### config.mk
export PLATFORM = sky130hd
export DESIGN_NAME = pulse_swallow_div
export DESIGN_NICKNAME = d
export VERILOG_FILES = /design/src/rtl/pswallow_pkg.sv /design/src/rtl/pswallow_cfg_reg.sv /design/src/rtl/pswallow_prescaler.sv /design/src/rtl/pswallow_counters.sv /design/src/rtl/pulse_swallow_div.sv
export SDC_FILE = /design/constraint.sdc
export NUM_CORES = 1
export LEC_CHECK = 0
export CELL_PAD_IN_SITES_DETAIL_PLACEMENT = 1
export CELL_PAD_IN_SITES_GLOBAL_PLACEMENT = 2
export CORE_UTILIZATION = 30
export DETAILED_ROUTE_END_ITERATION = 6
export PLACE_DENSITY_LB_ADDON = 0.12
export SLEW_MARGIN = 20
export SYNTH_ARGS = -nofsm -noshare
export SYNTH_HDL_FRONTEND = slang
export SYNTH_SLANG_ARGS = --single-unit
### constraint.sdc
create_clock -name clk -period 4.4 [get_ports clk]
set_input_delay 1.1 -clock clk [delete_from_list [all_inputs] [get_ports clk]]
set_output_delay 1.1 -clock clk [all_outputs]
set_load 0.02 [all_outputs]
### src/rtl/pswallow_pkg.sv
package pswallow_pkg;

  localparam int SW_W    = 5;
  localparam int MAIN_W  = 13;
  localparam int RATIO_W = 20;
  localparam int MAIN_MIN = 3;

  // Largest swallow count the prescaler option tolerates
  function automatic int swallow_limit(input int p);
    return (p <= 8) ? 7 : 31;
  endfunction

  // Overall ratio of one output period
  function automatic logic [RATIO_W-1:0] total_ratio(input int p,
                                                     input logic [SW_W-1:0] a,
                                                     input logic [MAIN_W-1:0] b);
    logic [RATIO_W-1:0] pw;
    pw = RATIO_W'(p);
    return pw * RATIO_W'(b) + RATIO_W'(a);
  endfunction

  // True for settings the divider must not run with
  function automatic logic setting_bad(input int p,
                                       input logic [SW_W-1:0] a,
                                       input logic [MAIN_W-1:0] b);
    logic too_small, a_over_b, a_over_lim;
    too_small  = (int'(b) < MAIN_MIN);
    a_over_b   = (a > SW_W'(0)) && (int'(a) > int'(b));
    a_over_lim = (int'(a) > swallow_limit(p));
    return too_small || a_over_b || a_over_lim;
  endfunction

endpackage

### src/rtl/pswallow_cfg_reg.sv
module pswallow_cfg_reg
  import pswallow_pkg::*;
#(
  parameter int P = 32
) (
  input  logic              clk,
  input  logic [SW_W-1:0]   a_in,
  input  logic [MAIN_W-1:0] b_in,
  output logic [SW_W-1:0]   a_q,
  output logic [MAIN_W-1:0] b_q,
  output logic              bad
);

  always_ff @(posedge clk) begin
    a_q <= a_in;
    b_q <= b_in;
  end

  always_comb bad = setting_bad(P, a_q, b_q);

endmodule

### src/rtl/pswallow_prescaler.sv
module pswallow_prescaler #(
  parameter int P = 32,
  localparam int CW = $clog2(P + 1)
) (
  input  logic          clk,
  input  logic          rst,
  input  logic          run,
  input  logic          wide_mode,
  output logic [CW-1:0] cnt,
  output logic          tick
);

  logic [CW-1:0] last;

  always_comb begin
    last = wide_mode ? CW'(P) : CW'(P - 1);
    tick = run && (cnt == last);
  end

  always_ff @(posedge clk) begin
    if (rst)       cnt <= '0;
    else if (tick) cnt <= '0;
    else if (run)  cnt <= cnt + CW'(1);
  end

endmodule

### src/rtl/pswallow_counters.sv
module pswallow_counters
  import pswallow_pkg::*;
(
  input  logic              clk,
  input  logic              rst,
  input  logic              en,
  input  logic [SW_W-1:0]   a_q,
  input  logic [MAIN_W-1:0] b_q,
  input  logic              bad,
  input  logic              tick,
  output logic              primed,
  output logic [SW_W-1:0]   a_rem,
  output logic [MAIN_W-1:0] b_rem,
  output logic              wide_mode,
  output logic              load_evt,
  output logic              term_evt,
  output logic              pulse
);

  always_comb begin
    wide_mode = (a_rem != '0);
    load_evt  = en && !primed && !bad;
    term_evt  = tick && (b_rem == MAIN_W'(1));
  end

  always_ff @(posedge clk) begin
    if (rst) begin
      primed <= 1'b0;
      a_rem  <= '0;
      b_rem  <= '0;
      pulse  <= 1'b0;
    end else begin
      pulse <= term_evt;
      if (load_evt) begin
        primed <= 1'b1;
        a_rem  <= a_q;
        b_rem  <= b_q;
      end else if (term_evt) begin
        if (bad) begin
          primed <= 1'b0;
          a_rem  <= '0;
          b_rem  <= '0;
        end else begin
          a_rem <= a_q;
          b_rem <= b_q;
        end
      end else if (tick) begin
        b_rem <= b_rem - MAIN_W'(1);
        if (wide_mode) a_rem <= a_rem - SW_W'(1);
      end
    end
  end

endmodule

### src/rtl/pulse_swallow_div.sv
module pulse_swallow_div
  import pswallow_pkg::*;
#(
  parameter int P = 32
) (
  input  logic              clk,
  input  logic              rst,
  input  logic              en,
  input  logic [SW_W-1:0]   swallow_in,
  input  logic [MAIN_W-1:0] main_in,
  output logic              div_pulse,
  output logic              cfg_err
);

  localparam int CW = $clog2(P + 1);

  logic [SW_W-1:0]   a_q;
  logic [MAIN_W-1:0] b_q;
  logic              bad;
  logic              primed;
  logic [SW_W-1:0]   a_rem;
  logic [MAIN_W-1:0] b_rem;
  logic              wide_mode;
  logic              load_evt;
  logic              term_evt;
  logic              pre_tick;
  logic [CW-1:0]     pre_cnt;
  logic              run;

  assign run     = en && primed;
  assign cfg_err = bad;

  pswallow_cfg_reg #(.P(P)) cfg_i (
    .clk (clk),
    .a_in(swallow_in),
    .b_in(main_in),
    .a_q (a_q),
    .b_q (b_q),
    .bad (bad)
  );

  pswallow_prescaler #(.P(P)) pre_i (
    .clk      (clk),
    .rst      (rst),
    .run      (run),
    .wide_mode(wide_mode),
    .cnt      (pre_cnt),
    .tick     (pre_tick)
  );

  pswallow_counters cnt_i (
    .clk      (clk),
    .rst      (rst),
    .en       (en),
    .a_q      (a_q),
    .b_q      (b_q),
    .bad      (bad),
    .tick     (pre_tick),
    .primed   (primed),
    .a_rem    (a_rem),
    .b_rem    (b_rem),
    .wide_mode(wide_mode),
    .load_evt (load_evt),
    .term_evt (term_evt),
    .pulse    (div_pulse)
  );

endmodule

; ---- Word level (Yosys, flattened, before mapping)
; Index checks and enable logic that the tools add are counted.
[op_classes]
n_mux = 13
n_eq_ne = 2
n_reduce_logical = 17
n_lt_le_gt_ge = 3
addsub = 3
[op_table]
columns = op, n
row1 = two-way mux 13 bit, 4
row2 = two-way mux 5 bit, 5
row3 = == test 13 x 1 -> 1 bit (second input constant), 1
row4 = greater-than comparator 5 x 13 -> 1 bit, 1
row5 = less-than comparator 13 x 2 -> 1 bit (second input constant), 1
row6 = subtractor 13 x 1 -> 13 bit (second input constant), 1
row7 = adder 6 x 1 -> 6 bit (second input constant), 1
row8 = == test 6 bit, 1
row9 = logical AND 1 bit, 6
row10 = two-way mux 6 bit, 1
row11 = nonzero test 3 bit, 2
row12 = greater-than comparator 5 x 1 -> 1 bit (second input constant), 1
row13 = nonzero test 5 bit, 1
row14 = subtractor 5 x 1 -> 5 bit (second input constant), 1
row15 = AND reduction 2 bit, 2
row16 = nonzero test 2 bit, 2
row17 = two-way mux 1 bit, 3
row18 = logical NOT 1 bit, 2
row19 = OR reduction 2 bit, 1
row20 = logical OR 1 bit, 1
[totals]
wordCells = 45
register_bits = 44
out_inout_bits = 2
in_bits = 21

; ---- Logic depth before layout (Yosys ltp)
; Gate-level depths: netlist of run 1.
[depth]
word_depth = 7
mapped_depth = 10
mapped_depth_nobuf = 9

; ---- Cells and area by module
; From an unflattened synthesis of run 1, not the netlist that was laid out.
[unflattened]
hier_cells = 238
area_unflattened_um2 = 2147.1
[modules_own_cells]
columns = mod, instances, area_per_inst_um2, cells_each, seq_area_each_um2
row1 = pswallow_counters, 1, 1275.0, 164, 400.4
row2 = pswallow_cfg_reg, 1, 533.0, 42, 360.3
row3 = pswallow_prescaler, 1, 332.8, 31, 120.1
row4 = pulse_swallow_div, 1, 6.3, 1, 0.0

; ---- Worst setup path before layout of run 1
; Ideal clock, no wire load.
[synth_path]
kind = register to output
startpoint = register cfg_i.b_q[4]
endpoint = output cfg_err
path_slack_ns = 1.560
t_arrival_ns = 1.740
stages_incl_launch_ff = 8
n_path_buf = 0
t_required_ns = 3.300
cell_sequence = dfxtp_1 -> inv_1 -> ha_1 -> and3_1 -> a32o_1 -> a31oi_1 -> o21ai_0 -> inv_1
[synth_between]
elab_chain_cells = 3
elab_cells_between_ends = 4
classes_between = order compare: 2 / reduce/logical: 2
[synth_lines]
columns = element, line
row1 = from (decl), pswallow_cfg_reg.sv:10  ; output logic [MAIN_W-1:0] b_q,
row2 = from (signal assigned), pswallow_cfg_reg.sv:16  ; b_q <= b_in;
row3 = greater-than comparator 5 x 13 -> 1 bit, pswallow_pkg.sv:28  ; a_over_b = (a > SW_W'(0)) && (int'(a) > int'(b));
row4 = logical AND 1 bit, pswallow_pkg.sv:28
row5 = logical OR 1 bit (*), pswallow_pkg.sv:30  ; return too_small || a_over_b || a_over_lim;
row6 = to (decl), pulse_swallow_div.sv:12  ; output logic cfg_err
; Mark *: on every way between the ends. The rest lies on a longest branch, timed or not.

; ---- Final worst setup path of run 1
; Ends and elaborated chain as after synthesis.

==> results of run 1 <==
==> power breakdown <==
part	total, mW	internal, mW	switching, mW
sequential	0.453	0.424	0.0292
combinational	0.174	0.0798	0.0943
clock	0.319	0.168	0.151
==> per-layer routing <==
layer	part of all wire [%]	track usage [%]	wire length, microns	up-vias
met5	0	0	0	-
met2	45	26.98	2552	21
met4	1.0	5.455	57	0
met1	51	23.68	2876	838
met3	2.2	3.143	123	5
li1	-	-	-	890
==> synth_stat cells, types with 3 or more instances <==
| cell | number |
|---|---|
| a32oi_1 | 3 |
| nand2_1 | 13 |
| nor2_1 | 32 |
| nor2b_1 | 4 |
| o21ai_1 | 4 |
| nand2b_1 | 5 |
| xnor2_1 | 3 |
| a2bb2oi_1 | 3 |
| nand4_1 | 4 |
| o22ai_1 | 3 |
| xor2_1 | 8 |
| mux2i_1 | 6 |
| dfxtp_1 | 44 |
| nor3_1 | 8 |
| a21oi_1 | 16 |
| nor4_1 | 3 |
| o21ai_0 | 11 |
| ha_1 | 10 |
| inv_1 | 11 |
| or3_1 | 3 |
==> stage by stage <==
stage / instance area, sq um / instances / hold slack (ns)
after floorplan: 2128 / 233 / 0.4272
after global placement: 2471 / 350 / 0.4821
after detailed placement: 2471 / 350 / 0.4776
after CTS: 2582 / 358 / 0.4905
after global routing: 2582 / 358 / 0.5234
final: 2582 / 358 / 0.4831
==> flip-flops by register name, indices dropped and copies added, names as in the netlist <==
name	flops
cfg_i.a_q	5
cnt_i.b_rem	13
pre_i.cnt	6
cfg_i.b_q	13
cnt_i.a_rem	5
cnt_i.primed	1
cnt_i.pulse	1
==> worst min path at each step <==
stage / slack (ns) / endpoint / depth (start not counted) / start
finish: 0.48 / cnt_i.b_rem[9] / 2 / cfg_i.b_q[9]
detailed placement: 0.48 / cnt_i.b_rem[9] / 2 / cfg_i.b_q[9]
global placement: 0.48 / cnt_i.b_rem[10] / 2 / cfg_i.b_q[10]
CTS: 0.49 / cnt_i.b_rem[9] / 2 / cfg_i.b_q[9]
global route: 0.52 / cnt_i.b_rem[9] / 2 / cfg_i.b_q[9]
floorplan: 0.43 / cnt_i.b_rem[5] / 2 / cfg_i.b_q[5]
==> cells by family after synthesis <==
| family | Yosys count | share of synthesized area, % |
|---|---|---|
| flip-flops | 44 | 41.39 |
| AND/OR/NAND/NOR | 91 | 23.16 |
| buffers and inverters | 15 | 2.881 |
| AO/OA/AOI/OAI | 56 | 19.34 |
| adder cells (fa/ha/maj) | 10 | 5.879 |
| XOR/XNOR | 11 | 4.527 |
| multiplexers | 6 | 2.822 |
==> worst max-delay path, stage by stage (launching register included) <==
cell             delay [ns]
dfxtp_1                0.43
inv_1                  0.06
ha_1                   0.31
and3_1                 0.19
a32o_1                 0.25
a31oi_1                0.29
o21ai_0                0.12
buf_4                  0.21
inv_1                  0.05
clkdlybuf4s50_1        0.59
==> area by class of cell <==
class | count | area share [%]
multi-input cells | 174 | 45.93
flip-flops and latches | 44 | 34.11
repair buffers | 25 | 9.399
well taps | 96 | 4.651
clock buffers | 5 | 2.665
clock inverters | 3 | 1.647
inverters | 11 | 1.599
==> qor.txt, run 1 <==
MaxCap Viol Count = 0
Worst slew margin = 43.43%
ANT nets after route = 0
Synth area leaders = dfxtp_1, ha_1, nor2_1
Synth top area share = 41.39%
Mapped Cells = 233
Async set or reset register ratio after synthesis = 0%
Max Buffers Root-to-Sink = 2
Max-slew violation count = 0
HPWL after DPL = 4249 microns
YS warnings = 0
Hold_buf cts = 0
CTS tree = built
Die height = 86.23 microns
H-tree Lvls = 2
Nets = 292
Area delta synth->final = 21.34%
Initial antenna violation count = 0
FF-to-FF Start = cnt_i.a_rem[0]
Setup Crit Path Kind = flip-flop to output pin
IO Count = 23
Initial Util = 31.15%
Cts repair resizes = 0
Vias in the first global route = 1835
WP data required = 3.30 ns
PortBufs = 22
Share of cells above drive strength 1 = 11.07%
Design Power = 0.9469 mW
Skew final = 0.008573 ns
Hold Vio Cnt, Final = 0
Setup WS post-layout = 0.5036 ns
Seq cells post-synth = 44
FF/Latch Area = 880.8 sq um
Final critical-path required period = 3.896 ns
Unrepaired setup endpoints after global routing = no
Worst Setup SP = cfg_i.b_q[4]
Root buffer cell = clkbuf_8
Pwr dens = 366.6 nW/um^2
Synth area leader = dfxtp_1
Worst Setup End Kind = output pin
Period utilization = 88.55%
P_leak = 1.004 nW
Final core utilization = 37.80%
TritonRoute pass-1 iters = 4
Post-Syn Area = 2128 sq um
Ant. Diodes = 0
CP Max Fanout = 6
Synth Flop Type = dfxtp_1
Commonest non-fill, non-tap cell in the layout = dfxtp_1
Avg Inst Size Synth = 9.134 sq um
Tightest Hold Check Type = flip-flop to flip-flop
1st-iter DRT viols = 61
Largest net degree at the start of global routing = 18
Critical Path End = cfg_err
Final setup vio count = 0
Dpl ws = 0.8161 ns
Clock sink count = 44
CP startpoint kind = flip-flop
WP data arrival = 2.80 ns
Commonest non-fill, non-tap cells in the layout = dfxtp_1, nor2_1, clkdlybuf4s50_1
Highest Clock Rate = 256.6 MHz
Fillers = 829
Final Wtd Congestion = 0.7295
Synth cell types = 49
First-pass GRT wire length = 9701 microns
Rows = 30
Die area = 7435 sq um
Reg2reg end = cnt_i.b_rem[7]
Residual DRC = 0
Overflow after GRT = 0
CTS clk-pin slew, worst paths = 0.08 ns
Detailed Route WL = 5610 microns
Seq/Total Area, Yosys = 41.39%
Mapped Nets = 264
Post-DR vias/cell = 4.899
Multi-input gate area = 1186 sq um
EDFF count, synth = 0
Post-CTS setup-driven buffer insertion count = 0
Total Routing Usage GR = 17.12%
Die W = 86.23 microns
Clock Latency Late Sink = 0.31 ns
WL per Instance = 15.67 microns
Worst R2R Path Depth = 9
Flop2flop setup slack = 1.80 ns
Setup TNS = 0 ns
Slew at the pin with the worst max-slew slack = 0.8272 ns
Core box area = 6832 sq um
Routed via count = 1754
Status = finished clean
Peak supply drop = 162.7 uV
Inserted Clock Buffers = 5
(Power assumes the default switching activity.)
==> run 2: changes to the inputs <==
- CORE_UTILIZATION: 30 -> 37
- CTS_CLUSTER_SIZE: default -> 25
==> run 2 against run 1 <==
Net effect: via count is the same; worst hold slack lost 0.012 ns; worst setup slack better by 0.019 ns; critical path type unchanged; total power up 11%; register-to-register slack got worse by 0.15 ns; sequential power about the same; fmax grew 0.49%; critical endpoint unchanged; sequential cell count stayed put; clock skew down 0.0032 ns; clock-buffer cell count unchanged.
==> qor.txt, run 2 (synthesized netlist as in run 1, its figures left out) <==
Hold path depth = 2
MaxCap Viol Count = 0
Slew at the pin with the worst max-slew slack = 0.8845 ns
Reg2reg end = cnt_i.b_rem[7]
Die W = 77.84 microns
Commonest non-fill, non-tap cell in the layout = dfxtp_1
CTS clk-pin slew, worst paths = 0.09 ns
Worst R2R Path Depth = 9
Share of cells above drive strength 1 = 10.73%
CTS tree = built
Initial Util = 38.41%
PortBufs = 22
HPWL after DPL = 3970 microns
CP most frequent cell = inv_1
Cts repair resizes = 0
IO Count = 23
Setup Crit Path Kind = flip-flop to output pin
Residual DRC = 0
Max-slew violation count = 0
Final critical-path required period = 3.877 ns
Final Wtd Congestion = 0.8044
Clock Latency Late Sink = 0.30 ns
Highest Clock Rate = 257.9 MHz
Inserted Clock Buffers = 5
FF-to-FF Start = cnt_i.a_rem[0]
Placed instance area = 2434 sq um
Largest net degree at the start of global routing = 18
Max Buffers Root-to-Sink = 2
CP Max Fanout = 6
First-pass GRT wire length = 8825 microns
Die height = 77.84 microns
Detailed Route WL = 5162 microns
Post-DR vias/cell = 5.267
Final setup vio count = 0
Hold_buf cts = 0
Unrepaired setup endpoints after global routing = no
Routed via count = 1754
Setup TNS = 0 ns
WP data required = 3.30 ns
Total Routing Usage GR = 18.78%
Hold Path End = cnt_i.b_rem[5]
Status = finished clean
P_leak = 1.024 nW
Core box area = 5540 sq um
Skew final = 0.005357 ns
Commonest non-fill, non-tap cells in the layout = dfxtp_1, nor2_1, clkdlybuf4s50_1
Overflow after GRT = 0
WL per Instance = 15.50 microns
Clock sink count = 44
WP data arrival = 2.78 ns
Die area = 6059 sq um
Slowest CP cell = clkdlybuf4s50_1
Nets = 291
Ant. Diodes = 0
Initial antenna violation count = 0
CP startpoint kind = flip-flop
Hold Vio Cnt, Final = 0
TritonRoute pass-1 iters = 4
Worst slew margin = 39.51%
Hold_sp = cfg_i.b_q[5]
Peak supply drop = 263.3 uV
Top flop regs = cfg_i.b_q: 13 flops, cnt_i.b_rem: 13 flops, pre_i.cnt: 6 flops
Worst Setup End Kind = output pin
Final Cell Area = 2592 sq um
Vias in the first global route = 1767
Root buffer cell = clkbuf_8
CP Cell Sequence = inv_1 > ha_1 > and3_1 > a32o_1 > a31oi_1 > o21ai_0 > inv_1 > clkdlybuf4s50_1
Rows = 27
Flop2flop setup slack = 1.65 ns
Max stage delay on crit path = 0.60 ns
Period utilization = 88.12%
Post-CTS setup-driven buffer insertion count = 0
H-tree Lvls = 2
Tightest Hold Check Type = flip-flop to flip-flop
Pwr dens = 405.4 nW/um^2
Area delta synth->final = 21.81%
ANT nets after route = 0
1st-iter DRT viols = 89
run 2: worst max-delay path by stage:
stage            startpoint      end  slack [ns]  depth (start not counted)
3_3_place_gp   cfg_i.b_q[4]  cfg_err        0.91                          8
4_1_cts        cfg_i.b_q[4]  cfg_err        0.50                          8
2_1_floorplan  cfg_i.b_q[4]  cfg_err        1.56                          7
3_5_place_dp   cfg_i.b_q[4]  cfg_err        0.83                          8
6_report       cfg_i.b_q[4]  cfg_err        0.52                          8
5_1_grt        cfg_i.b_q[4]  cfg_err        0.34                          8
run 2: per-layer routing:
metal	share of wire (%)	up-vias	track usage (%)
met1	49	820	24.55
li1	-	895	-
met5	0	-	0
met3	3.0	8	3.882
met4	1.2	0	4.151
met2	46	31	31.59
run 2: power breakdown:
| group | internal (mW) | leakage (nW) | switching [mW] |
|---|---|---|---|
| logic | 0.0799 | 0.580 | 0.0925 |
| clock network | 0.284 | 0.0784 | 0.144 |
| registers | 0.424 | 0.365 | 0.0266 |
| total | 0.788 | 1.02 | 0.263 |
run 2: final cells by class:
cell class	instances	area, sq um
multi-input cells	174	1186
fillers	664	2948
clock buffers	5	68.82
repair buffers	24	235.2
clock inverters	3	90.09
well taps	72	90.09
inverters	11	41.29
flip-flops and latches	44	880.8
run 2: per-stage QoR:
| stage | utilization, % | std cells | hold slack [ns] | total power [mW] | setup slack [ns] |
|---|---|---|---|---|---|
| detailed placement | 43.93 | 325 | 0.4704 | 0.6329 | 0.8299 |
| finish | 46.79 | 333 | 0.4713 | 1.051 | 0.5227 |
| global placement | 43.93 | 325 | 0.4608 | 0.6317 | 0.9111 |
| CTS | 46.79 | 333 | 0.4793 | 1.064 | 0.4957 |
| global route | 46.79 | 333 | 0.4915 | 1.106 | 0.3355 |
| floorplan | - | 233 | 0.4272 | 0.5767 | 1.560 |
run 2: critical path: cells and delay by family (launching register included):
family / cells / cell delay (ns)
AO/OA/AOI/OAI: 3 / 0.84
adder cells (fa/ha/maj): 1 / 0.30
buffers and inverters: 3 / 0.78
flip-flops: 1 / 0.36
AND/OR/NAND/NOR: 1 / 0.19
==> run 3: changes to the inputs <==
- CELL_PAD_IN_SITES_DETAIL_PLACEMENT: 1 -> default
- CELL_PAD_IN_SITES_GLOBAL_PLACEMENT: 2 -> default
- CORE_UTILIZATION: 37 -> 45
==> run 3 against run 2 <==
Net effect: clock-buffer cell count increased by 1; sequential power about the same; clock skew rose by 0.0079 ns; sequential share of layout area is 0.94 points higher; core utilization is 10 points higher; cell area shrank 2.7%; fmax is 0.10% higher; critical path depth unchanged; total power is 10% lower; worst hold slack better by 0.0055 ns; first-iteration DRC count up 28%; critical endpoint unchanged.
==> qor.txt, run 3 (synthesized netlist as in run 1, its figures left out) <==
Status = finished clean
Clock sink count = 44
Final core utilization = 56.76%
Final setup vio count = 0
Finished Layout Cells = 312
Post-DR vias/cell = 5.590
Reg2reg end = cnt_i.a_rem[4]
Post-CTS setup-driven buffer insertion count = 0
Ant. Diodes = 0
Hold_sp = cfg_i.b_q[5]
WP data required = 3.30 ns
Area delta synth->final = 18.52%
Total Routing Usage GR = 19.81%
WL per Instance = 14.38 microns
Hold_buf cts = 0
CP most frequent cell = inv_1
H-tree Lvls = 2
PortBufs = 22
Max stage delay on crit path = 0.61 ns
Skew final = 0.01325 ns
Root buffer cell = clkbuf_8
CP startpoint kind = flip-flop
Pwr dens = 374.7 nW/um^2
Worst slew margin = 35.79%
Hold Path End = cnt_i.b_rem[5]
Hold Vio Cnt, Final = 0
Commonest non-fill, non-tap cell in the layout = dfxtp_1
Highest Clock Rate = 258.2 MHz
P_leak = 1.002 nW
CP Max Fanout = 6
Slew at the pin with the worst max-slew slack = 0.9574 ns
Vias in the first global route = 1661
Met3 Usage GRT = 4.416%
CP Buf/Inv Count = 3
Largest net degree at the start of global routing = 18
Flop2flop setup slack = 1.73 ns
Setup TNS = 0 ns
HPWL after DPL = 3290 microns
Residual DRC = 0
Nets = 290
Cts repair resizes = 0
Max-slew violation count = 0
CTS tree = built
Core box area = 4444 sq um
Slowest CP cell = clkdlybuf4s50_1
Share of cells above drive strength 1 = 10.38%
Placed instance area = 2401 sq um
Met1 Resource Use GR = 27.11%
Inserted Clock Buffers = 5
1st-iter DRT viols = 114
Final Wtd Congestion = 0.9060
WP data arrival = 2.77 ns
Busiest layer in global routing = met2
Crit path max-delay family = compound AO/OA/AOI/OAI gates
IO Count = 23
Die height = 70.77 microns
CTS clk-pin slew, worst paths = 0.09 ns
Detailed Route WL = 4488 microns
Overflow after GRT = 0
CP Cell Sequence = inv_1 > ha_1 > and3_1 > a32o_1 > a31oi_1 > o21ai_0 > inv_1 > clkdlybuf4s50_1
Grt met2 use = 29.59%
Tightest Hold Check Type = flip-flop to flip-flop
Final Cell Area = 2522 sq um
Top flop regs = cfg_i.b_q: 13 flops, cnt_i.b_rem: 13 flops, pre_i.cnt: 6 flops
Initial antenna violation count = 0
First-pass GRT wire length = 7810 microns
Final critical-path required period = 3.873 ns
Setup Crit Path Kind = flip-flop to output pin
Hold path depth = 2
FF-to-FF Start = cfg_i.b_q[4]
Peak supply drop = 215.2 uV
Dpl cells = 304
Routed via count = 1744
Initial Util = 47.89%
Rows = 24
Worst R2R Path Depth = 9
Die area = 5008 sq um
Unrepaired setup endpoints after global routing = no
MaxCap Viol Count = 0
Hold WS = 0.4768 ns
Commonest non-fill, non-tap cells in the layout = dfxtp_1, nor2_1, clkdlybuf4s50_1
Clock Latency Late Sink = 0.30 ns
Period utilization = 88.03%
Die W = 70.77 microns
Max Buffers Root-to-Sink = 2
Worst Setup End Kind = output pin
TritonRoute pass-1 iters = 4
ANT nets after route = 0
[run 3: cell types whose count changed in the layout (fill, tap and decap cells not counted), sizes merged]
cell,delta
clkinv,+1
clkbuf,+1
buf,-1
bufinv,-2
[run 3: tightest hold or removal path: stages, from the launching register on]
cell	delay, ns
dfxtp_1	0.33
nand2_1	0.06
a21oi_1	0.05
[run 3: cell type report]
class	instances	area, sq um
fillers	396	1922
multi-input cells	174	1186
flip-flops and latches	44	880.8
repair buffers	23	227.7
clock buffers	6	82.58
well taps	52	65.06
inverters	11	41.29
clock inverters	2	38.79
[run 3: stage by stage]
stage / setup slack [ns] / total power [mW]
2_1_floorplan: 1.560 / 0.5767
3_3_place_gp: 0.9538 / 0.6261
3_5_place_dp: 0.8508 / 0.6264
4_1_cts: 0.5205 / 0.9539
5_1_grt: 0.3455 / 0.9941
6_report: 0.5266 / 0.9452
[run 3: power by group]
part           total (mW)  internal (mW)  switching, mW
sequential          0.450          0.424         0.0258
combinational       0.170         0.0788         0.0907
clock               0.326          0.186          0.140
total               0.945          0.688          0.257
[run 3: how the worst max path moves through the flow]
stage	from	to	slack [ns]	cells past startpoint
5_1_grt	cfg_i.b_q[4]	cfg_err	0.35	8
3_5_place_dp	cfg_i.b_q[4]	cfg_err	0.85	8
6_report	cfg_i.b_q[4]	cfg_err	0.53	8
3_3_place_gp	cfg_i.b_q[4]	cfg_err	0.95	8
2_1_floorplan	cfg_i.b_q[4]	cfg_err	1.56	7
4_1_cts	cfg_i.b_q[4]	cfg_err	0.52	8
[run 3: routing by layer]
layer  vias to the layer above  part of all wire (%)
met1                       799                    50
met4                         0                   1.9
met2                        47                    43
li1                        891                     -
met5                         -                     0
met3                         7                   4.9
